<file path="config.mk">
export PLATFORM = sky130hd
export DESIGN_NAME = hz_fwd_unit
export DESIGN_NICKNAME = d
export VERILOG_FILES = /design/src/rtl/hz_pkg.sv /design/src/rtl/hz_ex_fwd.sv /design/src/rtl/hz_load_use.sv /design/src/rtl/hz_store_fwd.sv /design/src/rtl/hz_fwd_unit.sv
export SDC_FILE = /design/constraint.sdc
export NUM_CORES = 1
export LEC_CHECK = 0
export BUFFER_PORTS_ARGS = -buffer_cell sky130_fd_sc_hd__buf_4
export CAP_MARGIN = 20
export CORE_MARGIN = 5
export CORE_UTILIZATION = 39
export DETAILED_ROUTE_END_ITERATION = 6
export PLACE_DENSITY_LB_ADDON = 0.12
export SETUP_SLACK_MARGIN = 0.05
export SKIP_LAST_GASP = 1
export SLEW_MARGIN = 30
export SYNTH_ARGS = -nofsm -noshare
export SYNTH_HDL_FRONTEND = slang
export SYNTH_SLANG_ARGS = --single-unit
</file>
<file path="constraint.sdc">
create_clock -name vclk -period 1.62
set_input_delay 0.162 -clock vclk [all_inputs]
set_output_delay 0.162 -clock vclk [all_outputs]
set_load 0.02 [all_outputs]
</file>
<file path="src/rtl/hz_pkg.sv">
package hz_pkg;

  typedef enum logic [1:0] {
    FWD_RF  = 2'b00,
    FWD_WB  = 2'b01,
    FWD_EXM = 2'b10
  } fwd_sel_e;

  localparam int unsigned NUM_EX_SRC = 2;

endpackage

</file>
<file path="src/rtl/hz_ex_fwd.sv">
module hz_ex_fwd
  import hz_pkg::*;
#(
  parameter int unsigned REG_W = 5
) (
  input  logic [REG_W-1:0] src,
  input  logic             src_used,
  input  logic [REG_W-1:0] mem_dst,
  input  logic             mem_wr,
  input  logic             mem_load,
  input  logic [REG_W-1:0] wb_dst,
  input  logic             wb_wr,
  output fwd_sel_e         sel,
  output logic             mem_hit,
  output logic             wb_hit
);

  function automatic logic live_match(logic [REG_W-1:0] a, logic a_used,
                                      logic [REG_W-1:0] d, logic d_wr);
    return a_used && d_wr && (d != '0) && (a == d);
  endfunction

  assign mem_hit = live_match(src, src_used, mem_dst, mem_wr);
  assign wb_hit  = live_match(src, src_used, wb_dst, wb_wr);

  always_comb begin
    if (mem_hit) begin
      sel = mem_load ? FWD_RF : FWD_EXM;
    end else if (wb_hit) begin
      sel = FWD_WB;
    end else begin
      sel = FWD_RF;
    end
  end

endmodule

</file>
<file path="src/rtl/hz_load_use.sv">
module hz_load_use #(
  parameter int unsigned REG_W        = 5,
  parameter bit          STORE_FWD_EN = 1'b1
) (
  input  logic [REG_W-1:0] id_src1,
  input  logic [REG_W-1:0] id_src2,
  input  logic             id_src1_used,
  input  logic             id_src2_used,
  input  logic             id_store,
  input  logic [REG_W-1:0] ex_dst,
  input  logic             ex_wr,
  input  logic             ex_load,
  output logic             base_hit,
  output logic             data_hit,
  output logic             stall
);

  localparam bit DATA_LATE = STORE_FWD_EN;

  logic load_live;
  logic data_needs_ex;

  assign load_live = ex_load && ex_wr && (ex_dst != '0);
  assign base_hit  = load_live && id_src1_used && (id_src1 == ex_dst);
  assign data_hit  = load_live && id_src2_used && (id_src2 == ex_dst);

  // Source 2 of a store is only needed in memory when the late path exists.
  assign data_needs_ex = !(DATA_LATE && id_store);

  assign stall = base_hit || (data_hit && data_needs_ex);

endmodule

</file>
<file path="src/rtl/hz_store_fwd.sv">
module hz_store_fwd #(
  parameter int unsigned REG_W        = 5,
  parameter bit          STORE_FWD_EN = 1'b1
) (
  input  logic             mem_store,
  input  logic [REG_W-1:0] mem_sdata_reg,
  input  logic [REG_W-1:0] wb_dst,
  input  logic             wb_wr,
  output logic             sd_fwd
);

  generate
    if (STORE_FWD_EN) begin : g_late_path
      assign sd_fwd = mem_store && wb_wr && (mem_sdata_reg != '0)
                      && (mem_sdata_reg == wb_dst);
    end else begin : g_no_path
      logic unused_ok;
      assign unused_ok = ^{mem_store, mem_sdata_reg, wb_dst, wb_wr};
      assign sd_fwd = 1'b0;
    end
  endgenerate

endmodule

</file>
<file path="src/rtl/hz_fwd_unit.sv">
module hz_fwd_unit
  import hz_pkg::*;
#(
  parameter int unsigned REG_W        = 5,
  parameter bit          STORE_FWD_EN = 1'b1
) (
  input  logic [REG_W-1:0] id_src1,
  input  logic [REG_W-1:0] id_src2,
  input  logic             id_src1_used,
  input  logic             id_src2_used,
  input  logic             id_store,
  input  logic [REG_W-1:0] ex_src1,
  input  logic [REG_W-1:0] ex_src2,
  input  logic             ex_src1_used,
  input  logic             ex_src2_used,
  input  logic [REG_W-1:0] ex_dst,
  input  logic             ex_wr,
  input  logic             ex_load,
  input  logic [REG_W-1:0] mem_dst,
  input  logic             mem_wr,
  input  logic             mem_load,
  input  logic             mem_store,
  input  logic [REG_W-1:0] mem_sdata_reg,
  input  logic [REG_W-1:0] wb_dst,
  input  logic             wb_wr,
  output logic [1:0]       fwd_a_sel,
  output logic [1:0]       fwd_b_sel,
  output logic             sd_fwd,
  output logic             pc_hold,
  output logic             ifid_hold,
  output logic             idex_bubble
);

  logic [REG_W-1:0] ex_src  [NUM_EX_SRC];
  logic             ex_used [NUM_EX_SRC];
  fwd_sel_e         ex_sel  [NUM_EX_SRC];
  logic             ex_mem_hit [NUM_EX_SRC];
  logic             ex_wb_hit  [NUM_EX_SRC];

  assign ex_src[0]  = ex_src1;
  assign ex_src[1]  = ex_src2;
  assign ex_used[0] = ex_src1_used;
  assign ex_used[1] = ex_src2_used;

  generate
    for (genvar k = 0; k < NUM_EX_SRC; k++) begin : g_opnd
      hz_ex_fwd #(.REG_W(REG_W)) u_fwd (
        .src      (ex_src[k]),
        .src_used (ex_used[k]),
        .mem_dst  (mem_dst),
        .mem_wr   (mem_wr),
        .mem_load (mem_load),
        .wb_dst   (wb_dst),
        .wb_wr    (wb_wr),
        .sel      (ex_sel[k]),
        .mem_hit  (ex_mem_hit[k]),
        .wb_hit   (ex_wb_hit[k])
      );
    end
  endgenerate

  assign fwd_a_sel = ex_sel[0];
  assign fwd_b_sel = ex_sel[1];

  // Named events for the checker.
  logic lu_base_hit;
  logic lu_data_hit;
  logic lu_stall;

  hz_load_use #(.REG_W(REG_W), .STORE_FWD_EN(STORE_FWD_EN)) u_lu (
    .id_src1      (id_src1),
    .id_src2      (id_src2),
    .id_src1_used (id_src1_used),
    .id_src2_used (id_src2_used),
    .id_store     (id_store),
    .ex_dst       (ex_dst),
    .ex_wr        (ex_wr),
    .ex_load      (ex_load),
    .base_hit     (lu_base_hit),
    .data_hit     (lu_data_hit),
    .stall        (lu_stall)
  );

  assign pc_hold     = lu_stall;
  assign ifid_hold   = lu_stall;
  assign idex_bubble = lu_stall;

  hz_store_fwd #(.REG_W(REG_W), .STORE_FWD_EN(STORE_FWD_EN)) u_sd (
    .mem_store     (mem_store),
    .mem_sdata_reg (mem_sdata_reg),
    .wb_dst        (wb_dst),
    .wb_wr         (wb_wr),
    .sd_fwd        (sd_fwd)
  );

endmodule

</file>
======== Word level (Yosys, flattened, before mapping) ========
Cells that the tools add are included.
operators by class
  reductions and logical operators ........ 28
  mux-type cells .......................... 5
  equality and inequality tests ........... 7
operators with widths
  cell                 number
  $eq A5 B5 Y1         7
  $logic_and A1 B1 Y1  22
  $reduce_bool A5 Y1   4
  $mux W2              3
  $mux W1              2
  $logic_not A1 Y1     1
  $logic_or A1 B1 Y1   1
storage, ports and cells
  register bits after elaboration ......... 0
  output and inout port bits .............. 8
  input port bits ......................... 51
  word-level logic and storage cells ...... 40

======== Longest topological paths before layout ========
  depth in word-level cells ............... 6
  depth in mapped cells ................... 5
  gate-level depth less buffers ........... 4

======== By module ========
From an unflattened synthesis, not the netlist that was laid out.
second synthesis, totals
  cells, all modules ...................... 82
  area total of the unflattened synthesis .. 614.3 um^2
by module, submodules not included
  module        cells an instance  area each (um^2)  sequential area each (um^2)  instances
  hz_ex_fwd     25                 182.7             0.0                          2
  hz_load_use   20                 157.7             0.0                          1
  hz_store_fwd  10                 76.3              0.0                          1
  hz_fwd_unit   2                  15.0              0.0                          1

======== Worst setup path after synthesis ========
Ideal clock, no wire load.
  kind .................................... input port to output port
  from .................................... input ex_dst[3]
  to ...................................... output ifid_hold
  stages .................................. 5
  required time ........................... 1.458 ns
  slack ................................... 0.100 ns
  buffers on the path ..................... 1
  arrival ................................. 1.358 ns
  cell sequence ........................... xor2_1 nor4_1 nand4b_1 a21oi_1 buf_4
between the ends
  longest elaborated chain between the ends .. 6
  elaborated cells on any way between the ends .. 10
  those cells by class .................... eq/ne (2); reduce/logical (8)
RTL lines
  item                               line               RTL
  start, declared                    hz_fwd_unit.sv:16  input logic [REG_W-1:0] ex_dst,
  $reduce_bool A5 Y1                 hz_load_use.sv:23  assign load_live = ex_load && ex_wr && (ex_dst != '0);
  $logic_and A1 B1 Y1                hz_load_use.sv:23
  $logic_and A1 B1 Y1 (2 in series)  hz_load_use.sv:25  assign data_hit = load_live && id_src2_used && (id_src2 == ex_dst);
  $logic_and A1 B1 Y1                hz_load_use.sv:30  assign stall = base_hit || (data_hit && data_needs_ex);
  $logic_or A1 B1 Y1 *               hz_load_use.sv:30
  end, declared                      hz_fwd_unit.sv:30  output logic ifid_hold,
Mark *: on every way between the ends. The rest lies on a longest branch, timed or not.

======== Final worst setup path ========
  from .................................... input mem_dst[1]
  to ...................................... output fwd_a_sel[0]
between the ends
  longest elaborated chain between the ends .. 4
  elaborated cells on any way between the ends .. 5
  those cells by class .................... eq/ne (1); mux (1); reduce/logical (3)
RTL lines
  item                   line               RTL
  start, declared        hz_fwd_unit.sv:19  input logic [REG_W-1:0] mem_dst,
  $reduce_bool A5 Y1     hz_ex_fwd.sv:20    return a_used && d_wr && (d != '0) && (a == d);
  $logic_and A1 B1 Y1    hz_ex_fwd.sv:20
  $logic_and A1 B1 Y1 *  hz_ex_fwd.sv:20
  $mux W2 *              hz_ex_fwd.sv:27    if (mem_hit) begin
  end, declared          hz_fwd_unit.sv:26  output logic [1:0] fwd_a_sel,
Marked as above.

==> key figures <==
Setup path
  – Setup CP Type: in2out
  – Crit end category: output port
  – CP max stage cell: or4_4
  – CP max stage delay: 0.54 ns
  – Crit path DAT: 1.33 ns
  – CP Launch Point: mem_dst[1]
  – Most frequent CP cell: buf_4
  – Critical path cell sequence: buf_4 > or4_4 > o21ai_4 > nor3_1 > nor3_2 > buf_4
  – Crit Path Max Fanout: 3
  – Req. time, crit path: 1.46 ns
  – Setup crit start kind: input pin

Floorplanning
  – # IOs: 59
  – Die X: 46.71 um
  – Chip Height: 46.71 um
  – Starting density of the core: 40.90%
  – Die area: 2181 sq um
  – CORE AREA: 1285 sq um
  – Core Rows: 13

Detailed routing
  – First drt pass iteration count: 4
  – M1 WL: 694 um
  – Iter 0 DRT Violations: 4
  – DR WL/cell: 13.98 um
  – Drc violations: 0
  – DR vias: 704
  – DR top layer: met4
  – Final antenna-violating net count: 0
  – Post-Route WL: 1957 um
  – Met3 wire length: 220 um
  – Metal2 WL: 1022 um
  – Vias per cell: 5.029

Run status
  – Outcome: complete, no violations

Synth
  – Net count after synthesis: 118
  – Sequential share of the synthesized area: 0%
  – Cells after synthesis: 67
  – Synth area leaders: xnor2_1, xor2_1, nor4_1, nor3_2, nand3_1
  – List of most frequent post-synthesis cells: xnor2_1, xor2_1, nor4_1, nand3_1, nor3_2
  – Most common cell in the netlist: xnor2_1
  – Count of different cell masters after synthesis: 20
  – Cell Area, Synth: 525.5 sq um
  – Synth top area share: 30.00%
  – Area leader, netlist: xnor2_1
  – Yosys warning count: 0
  – Avg Inst Size Synth: 7.843 sq um

CTS
  – Hold bufs inserted after CTS: 0

GRT
  – First-pass GRT wire length: 2925 um
  – Total global routing overflow: 0
  – Total Routing Usage GR: 17.64%
  – Vias in the first global route: 733
  – Largest net degree at the start of global routing: 6
  – Initial antenna violation count: 0

Final layout
  – # nets final: 178
  – Final Cell Area: 1002 sq um
  – Share of layout cells above drive strength 1: 55.20%
  – Seq cells: 0
  – Layout overhead on the synthesized area: 90.71%
  – Fill count: 95
  – Reg area: 0 sq um
  – N_diodes: 0
  – Layout clock buffer count: 0

Timing
  – Relative slew slack: 80.55%
  – Setup TNS: 0 ns
  – Final hold vios: 0
  – Hold WS: 0.5973 ns
  – Final Slew Violations: 0
  – Tmin final: 1.496 ns
  – Final Cycle Share: 92.37%
  – Worst-Margin Slew: 0.2898 ns
  – Final setup viols: 0
  – Max Freq: 0.6683 GHz
  – RSZ-0062 raised after global routing: no

Placed design
  – Port Buf Inserts: 59
  – Routability Congestion: 0.8216
  – HPWL after DPL: 1725 um
  – Placed instance area: 972.2 sq um

Min path
  – Hold depth: 3
  – HP Class: in2out
  – Launch point of the worst hold path: mem_load
  – WHS Endpoint: fwd_b_sel[1]

Power and ir drop
  – Clock share of power: 0%
  – Leakage: 0.4323 nW
  – Net Sw Frac: 40.87%
  – Peak supply drop: 0.0001268 V
  – Internal: 0.0001415 W
  – Final Power: 0.0002392 W
  – Sequential share of power: 0%
  – Pwr Density: 238.7 nW/um^2
  – Combinational group share of total power: 100.0%
  – Switching pwr: 0.00009776 W

Run
  – MaxCap Viol Count: 0
## logic make-up after synthesis
family	share of synthesized area (%)
compound gates	9.047
buf+inv	3.570
simple gates	30.71
xor+xnor	56.67
## how the worst max path moves through the flow
stage               cells past startpoint           end
global route                            6  fwd_a_sel[0]
detailed placement                      6  fwd_b_sel[0]
CTS                                     6  fwd_a_sel[0]
finish                                  6  fwd_a_sel[0]
global placement                        6  fwd_a_sel[0]
floorplan                               5     ifid_hold
## power groups by stage
| stage | combinational (W) | clock [W] | sequential (W) |
|---|---|---|---|
| final | 0.000239 | 0 | 0 |
| after floorplan | 0.0000888 | 0 | 0 |
| after detailed placement | 0.000228 | 0 | 0 |
| after global placement | 0.000223 | 0 | 0 |
| after CTS | 0.000231 | 0 | 0 |
| after global routing | 0.000261 | 0 | 0 |
## routing by layer
layer  GRT usage, %  up-vias
met2          35.44       38
met4         0.5525        0
li1               -      358
met5              0        -
met3          1.953        2
met1          20.68      306
## critical path, delay by kind of cell
family | cells | cell delay (ns)
AND/OR/NAND/NOR | 3 | 0.73
buffers and inverters | 2 | 0.29
AO/OA/AOI/OAI | 1 | 0.17
## cell type report
type	count	area (sq um)	share of cell area, %
timing repair buffer	60	450.4	44.94
inverter	1	3.754	0.3745
multi-input combinational	64	529.3	52.81
tap	15	18.77	1.873
## placed cells by master, fill, tap and decap left out, drive strengths merged
cell type,Yosys,routed
a21oi,1,1
buf,2,60
inv,1,1
nand2,2,2
nand3,4,4
nand4,2,2
nand4b,1,1
nor3,4,4
nor3b,1,1
nor4,7,7
o2111ai,1,1
o211ai,1,1
o21ai,3,3
or4,3,3
xnor2,18,18
xor2,16,16
## what timing repair did
item / 4_1_cts / 5_1_grt
endpoints found under the setup margin: 1 / 5
pin swaps: 2 / 2
buffers inserted: 1 / 0
resized for setup: 0 / 4
## through the flow
stage / utilization [%] / cells / setup WS (ns)
final: 77.99 / 140 / 0.1236
after global routing: 77.99 / 140 / 0.05132
after CTS: 76.24 / 140 / 0.05305
after detailed placement: 75.66 / 139 / 0.04305
after global placement: 75.66 / 139 / 0.06695
after floorplan: - / 67 / 0.1003
Power figures use the tool's default switching activity.
